## config.mk

```make
export PLATFORM = sky130hd
export DESIGN_NAME = sramCtrl
export DESIGN_NICKNAME = d
export VERILOG_FILES = /design/src/rtl/sramCtrlPkg.sv /design/src/rtl/sramCtrlFsm.sv /design/src/rtl/sramCtrlDp.sv /design/src/rtl/sramCtrl.sv
export SDC_FILE = /design/constraint.sdc
export NUM_CORES = 1
export LEC_CHECK = 0
export BUFFER_PORTS_ARGS = -buffer_cell sky130_fd_sc_hd__buf_2
export CORE_AREA = 5 5 83 85
export DETAILED_ROUTE_END_ITERATION = 10
export DIE_AREA = 0 0 88 90
export PLACE_DENSITY = 0.82
export REMOVE_ABC_BUFFERS = 1
export SYNTH_ARGS = -nofsm -noshare
export SYNTH_HDL_FRONTEND = slang
export SYNTH_HIERARCHICAL = 1
export SYNTH_SLANG_ARGS = --single-unit
```

## constraint.sdc

```tcl
create_clock -name clk -period 1.7 [get_ports clk]
set_input_delay 0.17 -clock clk [delete_from_list [all_inputs] [get_ports clk]]
set_output_delay 0.17 -clock clk [all_outputs]
set_load 0.01 [all_outputs]
```

## src/rtl/sramCtrlPkg.sv

```systemverilog
package sramCtrlPkg;

  localparam int LANE_W = 8;
  localparam int LANES  = 2;
  localparam int DATA_W = LANE_W * LANES;

  // Strobe bundle from control to datapath
  typedef struct packed {
    logic sel;
    logic we;
    logic oe;
    logic drive;
    logic capture;
  } strobeT;

  // ceil(ns / period), never below one cycle
  function automatic int cycFor(input int ns, input int periodNs);
    int c;
    c = (ns + periodNs - 1) / periodNs;
    return (c < 1) ? 1 : c;
  endfunction

  function automatic int maxOf(input int a, input int b);
    return (a > b) ? a : b;
  endfunction

endpackage

```

## src/rtl/sramCtrlFsm.sv

```systemverilog
module sramCtrlFsm
  import sramCtrlPkg::*;
#(
  parameter int AS_CYC   = 1,
  parameter int WP_CYC   = 7,
  parameter int WR_CYC   = 1,
  parameter int RD_CYC   = 9,
  parameter int TURN_CYC = 3
) (
  input  logic   clk,
  input  logic   rstN,
  input  logic   reqValid,
  input  logic   reqWrite,
  output logic   reqReady,
  output logic   load,
  output strobeT strb
);

  localparam int MAXC  = maxOf(maxOf(maxOf(AS_CYC, WP_CYC), maxOf(WR_CYC, RD_CYC)), TURN_CYC);
  localparam int CNT_W = (MAXC < 2) ? 1 : $clog2(MAXC);

  typedef enum logic [2:0] {
    S_IDLE, S_WSETUP, S_WPULSE, S_WRECOV, S_RSETUP, S_RACCESS, S_RTURN
  } stateT;

  stateT state, stateNext;
  logic [CNT_W-1:0] cnt, cntNext;
  logic done;

  assign done     = (cnt == '0);
  assign reqReady = (state == S_IDLE);
  assign load     = reqValid && reqReady;

  always_comb begin
    stateNext = state;
    cntNext   = done ? cnt : cnt - 1'b1;
    case (state)
      S_IDLE: if (load) begin
        stateNext = reqWrite ? S_WSETUP : S_RSETUP;
        cntNext   = CNT_W'(AS_CYC - 1);
      end
      S_WSETUP: if (done) begin
        stateNext = S_WPULSE;
        cntNext   = CNT_W'(WP_CYC - 1);
      end
      S_WPULSE: if (done) begin
        stateNext = S_WRECOV;
        cntNext   = CNT_W'(WR_CYC - 1);
      end
      S_WRECOV: if (done) stateNext = S_IDLE;
      S_RSETUP: if (done) begin
        stateNext = S_RACCESS;
        cntNext   = CNT_W'(RD_CYC - 1);
      end
      S_RACCESS: if (done) begin
        stateNext = S_RTURN;
        cntNext   = CNT_W'(TURN_CYC - 1);
      end
      S_RTURN: if (done) stateNext = S_IDLE;
      default: stateNext = S_IDLE;
    endcase
  end

  always_ff @(posedge clk or negedge rstN) begin
    if (!rstN) begin
      state <= S_IDLE;
      cnt   <= '0;
    end else begin
      state <= stateNext;
      cnt   <= cntNext;
    end
  end

  always_comb begin
    strb = '0;
    case (state)
      S_WSETUP, S_WRECOV: begin
        strb.sel   = 1'b1;
        strb.drive = 1'b1;
      end
      S_WPULSE: begin
        strb.sel   = 1'b1;
        strb.drive = 1'b1;
        strb.we    = 1'b1;
      end
      S_RSETUP: strb.sel = 1'b1;
      S_RACCESS: begin
        strb.sel     = 1'b1;
        strb.oe      = 1'b1;
        strb.capture = done;
      end
      default: strb = '0;
    endcase
  end

endmodule

```

## src/rtl/sramCtrlDp.sv

```systemverilog
module sramCtrlDp
  import sramCtrlPkg::*;
#(
  parameter int ADDR_W = 19
) (
  input  logic              clk,
  input  logic              rstN,
  input  logic              load,
  input  logic [ADDR_W-1:0] reqAddr,
  input  logic [LANES-1:0]  reqMask,
  input  logic [DATA_W-1:0] reqWdata,
  input  strobeT            strb,
  input  logic [DATA_W-1:0] sramDqIn,
  output logic [ADDR_W-1:0] sramAddr,
  output logic              sramCsN,
  output logic              sramCs,
  output logic              sramWeN,
  output logic              sramOeN,
  output logic [LANES-1:0]  laneN,
  output logic [DATA_W-1:0] sramDqOut,
  output logic              sramDqOe,
  output logic [DATA_W-1:0] rdData,
  output logic              rdValid
);

  logic [ADDR_W-1:0] addrQ;
  logic [LANES-1:0]  maskQ;
  logic [DATA_W-1:0] wdataQ;
  logic [DATA_W-1:0] laneKeep;

  always_ff @(posedge clk or negedge rstN) begin
    if (!rstN) begin
      addrQ  <= '0;
      maskQ  <= '0;
      wdataQ <= '0;
    end else if (load) begin
      addrQ  <= reqAddr;
      maskQ  <= reqMask;
      wdataQ <= reqWdata;
    end
  end

  for (genvar g = 0; g < LANES; g++) begin : gLane
    assign laneN[g] = ~(strb.sel & maskQ[g]);
    assign laneKeep[g*LANE_W +: LANE_W] = {LANE_W{maskQ[g]}};
  end

  assign sramAddr  = addrQ;
  assign sramCsN   = ~strb.sel;
  assign sramCs    = strb.sel;
  assign sramWeN   = ~strb.we;
  assign sramOeN   = ~strb.oe;
  assign sramDqOut = wdataQ;
  assign sramDqOe  = strb.drive;

  always_ff @(posedge clk or negedge rstN) begin
    if (!rstN) begin
      rdData  <= '0;
      rdValid <= 1'b0;
    end else begin
      rdValid <= strb.capture;
      if (strb.capture) rdData <= sramDqIn & laneKeep;
    end
  end

endmodule

```

## src/rtl/sramCtrl.sv

```systemverilog
module sramCtrl
  import sramCtrlPkg::*;
#(
  parameter int ADDR_W        = 19,
  parameter int CLK_PERIOD_NS = 8,
  parameter int T_AS_NS       = 0,
  parameter int T_WP_NS       = 50,
  parameter int T_DW_NS       = 30,
  parameter int T_WR_NS       = 0,
  parameter int T_WC_NS       = 70,
  parameter int T_RC_NS       = 70,
  parameter int T_AA_NS       = 70,
  parameter int T_OE_NS       = 35,
  parameter int T_OHZ_NS      = 20
) (
  input  logic              clk,
  input  logic              rstN,
  input  logic              reqValid,
  output logic              reqReady,
  input  logic              reqWrite,
  input  logic [ADDR_W-1:0] reqAddr,
  input  logic [1:0]        reqMask,
  input  logic [15:0]       reqWdata,
  output logic              rdValid,
  output logic [15:0]       rdData,
  output logic [ADDR_W-1:0] sramAddr,
  output logic              sramCsN,
  output logic              sramCs,
  output logic              sramWeN,
  output logic              sramOeN,
  output logic              sramLbN,
  output logic              sramUbN,
  output logic [15:0]       sramDqOut,
  input  logic [15:0]       sramDqIn,
  output logic              sramDqOe
);

  localparam int AS_CYC   = cycFor(T_AS_NS, CLK_PERIOD_NS);
  localparam int WP_CYC   = maxOf(cycFor(T_WP_NS, CLK_PERIOD_NS), cycFor(T_DW_NS, CLK_PERIOD_NS));
  localparam int WR_CYC   = maxOf(cycFor(T_WR_NS, CLK_PERIOD_NS),
                                  cycFor(T_WC_NS, CLK_PERIOD_NS) - AS_CYC - WP_CYC);
  localparam int RD_CYC   = maxOf(maxOf(cycFor(T_AA_NS, CLK_PERIOD_NS), cycFor(T_OE_NS, CLK_PERIOD_NS)),
                                  cycFor(T_RC_NS, CLK_PERIOD_NS) - AS_CYC);
  localparam int TURN_CYC = cycFor(T_OHZ_NS, CLK_PERIOD_NS);

  strobeT strb;
  logic   load;
  logic [LANES-1:0] laneN;

  sramCtrlFsm #(
    .AS_CYC(AS_CYC), .WP_CYC(WP_CYC), .WR_CYC(WR_CYC),
    .RD_CYC(RD_CYC), .TURN_CYC(TURN_CYC)
  ) u_fsm (
    .clk(clk), .rstN(rstN), .reqValid(reqValid), .reqWrite(reqWrite),
    .reqReady(reqReady), .load(load), .strb(strb)
  );

  sramCtrlDp #(.ADDR_W(ADDR_W)) u_dp (
    .clk(clk), .rstN(rstN), .load(load), .reqAddr(reqAddr), .reqMask(reqMask),
    .reqWdata(reqWdata), .strb(strb), .sramDqIn(sramDqIn), .sramAddr(sramAddr),
    .sramCsN(sramCsN), .sramCs(sramCs), .sramWeN(sramWeN), .sramOeN(sramOeN),
    .laneN(laneN), .sramDqOut(sramDqOut), .sramDqOe(sramDqOe),
    .rdData(rdData), .rdValid(rdValid)
  );

  assign sramLbN = laneN[0];
  assign sramUbN = laneN[1];

endmodule

```

==> flow_metrics.env <==
export IMPL_synthSimpleGateAreaFrac_pct=7.75
export IMPL_fmax_ghz=0.615
export IMPL_hold_viol=0
export IMPL_clock_sinks=61
export IMPL_slowest_stage="dfrtp_1"
export IMPL_numCtsBuffers=9
export IMPL_p_sw_mw=2.41
export IMPL_holdWs_ps=68.8
export IMPL_setup_viol=0
export IMPL_clk_insertion_delay_late_ps=330
export IMPL_intPower_mw=4.56
export IMPL_yosysSeqAreaShare_pct=55.9
export IMPL_synthCells=212
export IMPL_avgSynthCellArea_um2=12.9
export IMPL_io_buffers=116
export IMPL_grt_overflow=0
export IMPL_hpwlAfterDp_um=4270
export IMPL_synth_seq_cells=61
export IMPL_worst_pin_slew_ps=399
export IMPL_drt_iter0_markers=77
export IMPL_netlist_area_mm2=0.00273
export IMPL_pre_cts_slack_ps=27.7
export IMPL_routed_via_density=4.84
export IMPL_ir_worst_vdd_mv=0.831
export IMPL_antennaDiodeCount=0
export IMPL_synth_compound_area_share_pct=6.88
export IMPL_grt_max_degree=62
export IMPL_maxCapViolCount=0
export IMPL_synthTopCellsByArea="dfrtp_1, mux2_4, nand3_1"
export IMPL_synth_top_cell_area_share_pct=55.9
export IMPL_gp_congestion=0.802
export IMPL_power_density_mw_per_mm2=1890
export IMPL_end_kind="flip-flop"
export IMPL_dp_cells=399
export IMPL_synth_commonest_cells="dfrtp_1, mux2_4, inv_1"
export IMPL_die_area_mm2=0.00792
export IMPL_route_detailed_drc=0
export IMPL_timing_final_ws_setup_ps=75.0
export IMPL_yosysUniqueCellTypes=37
export IMPL_worstReg2RegStart="u_fsm/cnt[0]$_DFF_PN0_"
export IMPL_crit_family="simple AND/OR/NAND/NOR gates"
export IMPL_period_share_pct=95.6
export IMPL_track_usage_pct=15.1
export IMPL_final_instance_count_excl_fill=419
export IMPL_fillers=497
export IMPL_routedWlPerCell_um=14.6
export IMPL_root_buffer="clkbuf_8"
export IMPL_fp_dieH_um=90
export IMPL_p_sw_share_pct=34.6
export IMPL_grt_pass1_wl_um=9400
export IMPL_worst_path_buf_inv=2
export IMPL_worstPathRequired_ps=1950
export IMPL_worstPathMaxFanout=8
export IMPL_slew_violations=0
export IMPL_synth_mux_area_share_pct=19.8
export IMPL_num_io_pins=117
export IMPL_hold_class="in -> reg"
export IMPL_start_util_pct=44.5
export IMPL_hold_path_startpoint="reqAddr[2]"
export IMPL_synth_top_family_by_area="multiplexers"
export IMPL_skew_ps=10.2
export IMPL_relSlewSlack_pct=73.4
export IMPL_ant_nets=0
export IMPL_rsz0062_at_grt="true"
export IMPL_totalWireLength_um=6110
export IMPL_grt_pass1_vias=2036
export IMPL_synth_top_cell_by_area="dfrtp_1"
export IMPL_p_seq_share_pct=37.0
export IMPL_drive_above_1_share_pct=56.4
export IMPL_cpPeakStageDelay_ps=380
export IMPL_core_rowCount=29
export IMPL_path_clk_slew_ps=80
export IMPL_yosysMostFrequentCell="dfrtp_1"
export IMPL_vias=2030
export IMPL_crit_chain="inv_1, ha_2, nor3b_4, and2_4, clkbuf_16, nand3_2, o21ai_1"
export IMPL_critPathKind="reg -> reg"
export IMPL_synthXorXnorAreaFrac_pct=0.321
export IMPL_area_delta_synth_final_pct=35.4
export IMPL_outcome="finished, final reports clean"
export IMPL_synth_fa_ha_area_share_pct=1.28
export IMPL_startpoint="u_fsm/cnt[0]$_DFF_PN0_"
export IMPL_yosysWarnings=6
export IMPL_fin_nets=397
export IMPL_grt_antenna_before_repair=0
export IMPL_die_w_um=88
export IMPL_critPathLaunchType="flip-flop"
export IMPL_cts_tree="done"
export IMPL_async_reset_ff_share_pct=100
export IMPL_clockBufferDepth=2
export IMPL_synth_edff_count=0
export IMPL_p_leak_nw=1.92
export IMPL_crit_arrival_ps=1880
export IMPL_h_tree_depth=3
export IMPL_coreArea_mm2=0.00613
export IMPL_period_needed_ps=1620
export IMPL_pwr_share_clk_pct=19.7
export IMPL_finalPower_mw=6.97
export IMPL_r2r_slack_ps=80
export IMPL_drt_pass1_iter_count=4
export IMPL_ys_flop_type="dfrtp_1"
export IMPL_combPwrFrac_pct=43.3
layout make-up:
class	count	area (um2)	share of cell area, %
multi-input combinational	113	1020	27.5
clock buffer	9	124	3.35
timing repair buffer	129	753	20.4
tap	77	96.3	2.61
inverter	24	90.1	2.44
clock inverter	6	88.8	2.40
sequential	61	1530	41.3
layer usage:
metal	wire [um]	GRT usage [%]	share of wire [%]	vias up
li1	-	-	-	968
met2	3060	24.9	50	74
met4	148	7.80	2.4	0
met5	0	0	0	-
met1	2450	18.4	40	975
met3	444	2.93	7.3	13
stage by stage:
stage | utilization (%) | setup TNS [ps] | cell area, um2
6_report | 60.3 | 0 | 3690
2_1_floorplan | - | -45010 | 2600
3_5_place_dp | 55.0 | 0 | 3370
3_3_place_gp | 55.0 | 0 | 3370
5_1_grt | 60.3 | -479 | 3690
4_1_cts | 58.8 | 0 | 3600
cells in the final DEF (no fill, tap or decap), types with 5 or more instances in the layout:
cell,netlist,routed
buf_2,2,116
mux2_2,7,7
nand3_1,18,13
buf_4,5,7
o21ai_1,0,16
nand3_2,0,5
inv_1,23,23
nand2_1,5,5
nor2_1,6,6
mux2_4,30,30
clkbuf_8,0,9
dfrtp_1,61,61
final timing paths:
kind / cells after the start / to
max in group asynchronous: 3 / u_dp/sramAddr[5]$_DFFE_PN0P_
min in group asynchronous: 3 / u_dp/rdData[8]$_DFFE_PN0P_
hold / removal: 2 / u_dp/sramAddr[2]$_DFFE_PN0P_
setup reg to reg: 7 / u_dp/rdData[5]$_DFFE_PN0P_
hold reg to reg: 1 / u_dp/sramDqOut[5]$_DFFE_PN0P_
setup / recovery: 7 / u_dp/rdData[5]$_DFFE_PN0P_
what timing repair did:
action	in CTS	in global routing
endpoints found under the hold margin	61	0
cloned	0	2
endpoints found under the setup margin	1	21
hold buffers	1	0
pin swaps	0	8
buffers inserted	1	1
resized for setup	0	24
kinds of logic (layout without fill, tap and decap cells):
group | Yosys count | count (layout)
buf+inv | 38 | 168
fa+ha+maj | 3 | 3
mux | 38 | 38
compound gates | 31 | 31
xor+xnor | 1 | 1
simple gates | 40 | 40
flops | 61 | 61
state kept, by name, indices dropped and copies added, names as in the netlist:
register	flops
u_dp/maskQ	2
u_dp/rdValid	1
u_dp/sramDqOut	16
u_dp/sramAddr	19
u_dp/rdData	16
u_fsm/state	3
u_fsm/cnt	4
power by group through the flow:
stage | clock network, mW | registers [mW] | logic (mW)
2_1_floorplan | 0 | 2.90 | 1.41
3_3_place_gp | 0 | 2.55 | 2.84
3_5_place_dp | 0 | 2.60 | 2.90
4_1_cts | 1.42 | 2.58 | 2.93
5_1_grt | 1.46 | 2.67 | 3.28
6_report | 1.37 | 2.58 | 3.02
worst reg2reg max path: stages, from the launching register on:
cell and delay (ps):
dfrtp_1 380, inv_1 90, ha_2 200, nor3b_4 290, and2_4 260, clkbuf_16 170
nand3_2 70, o21ai_1 100
(Power assumes the default switching activity.)
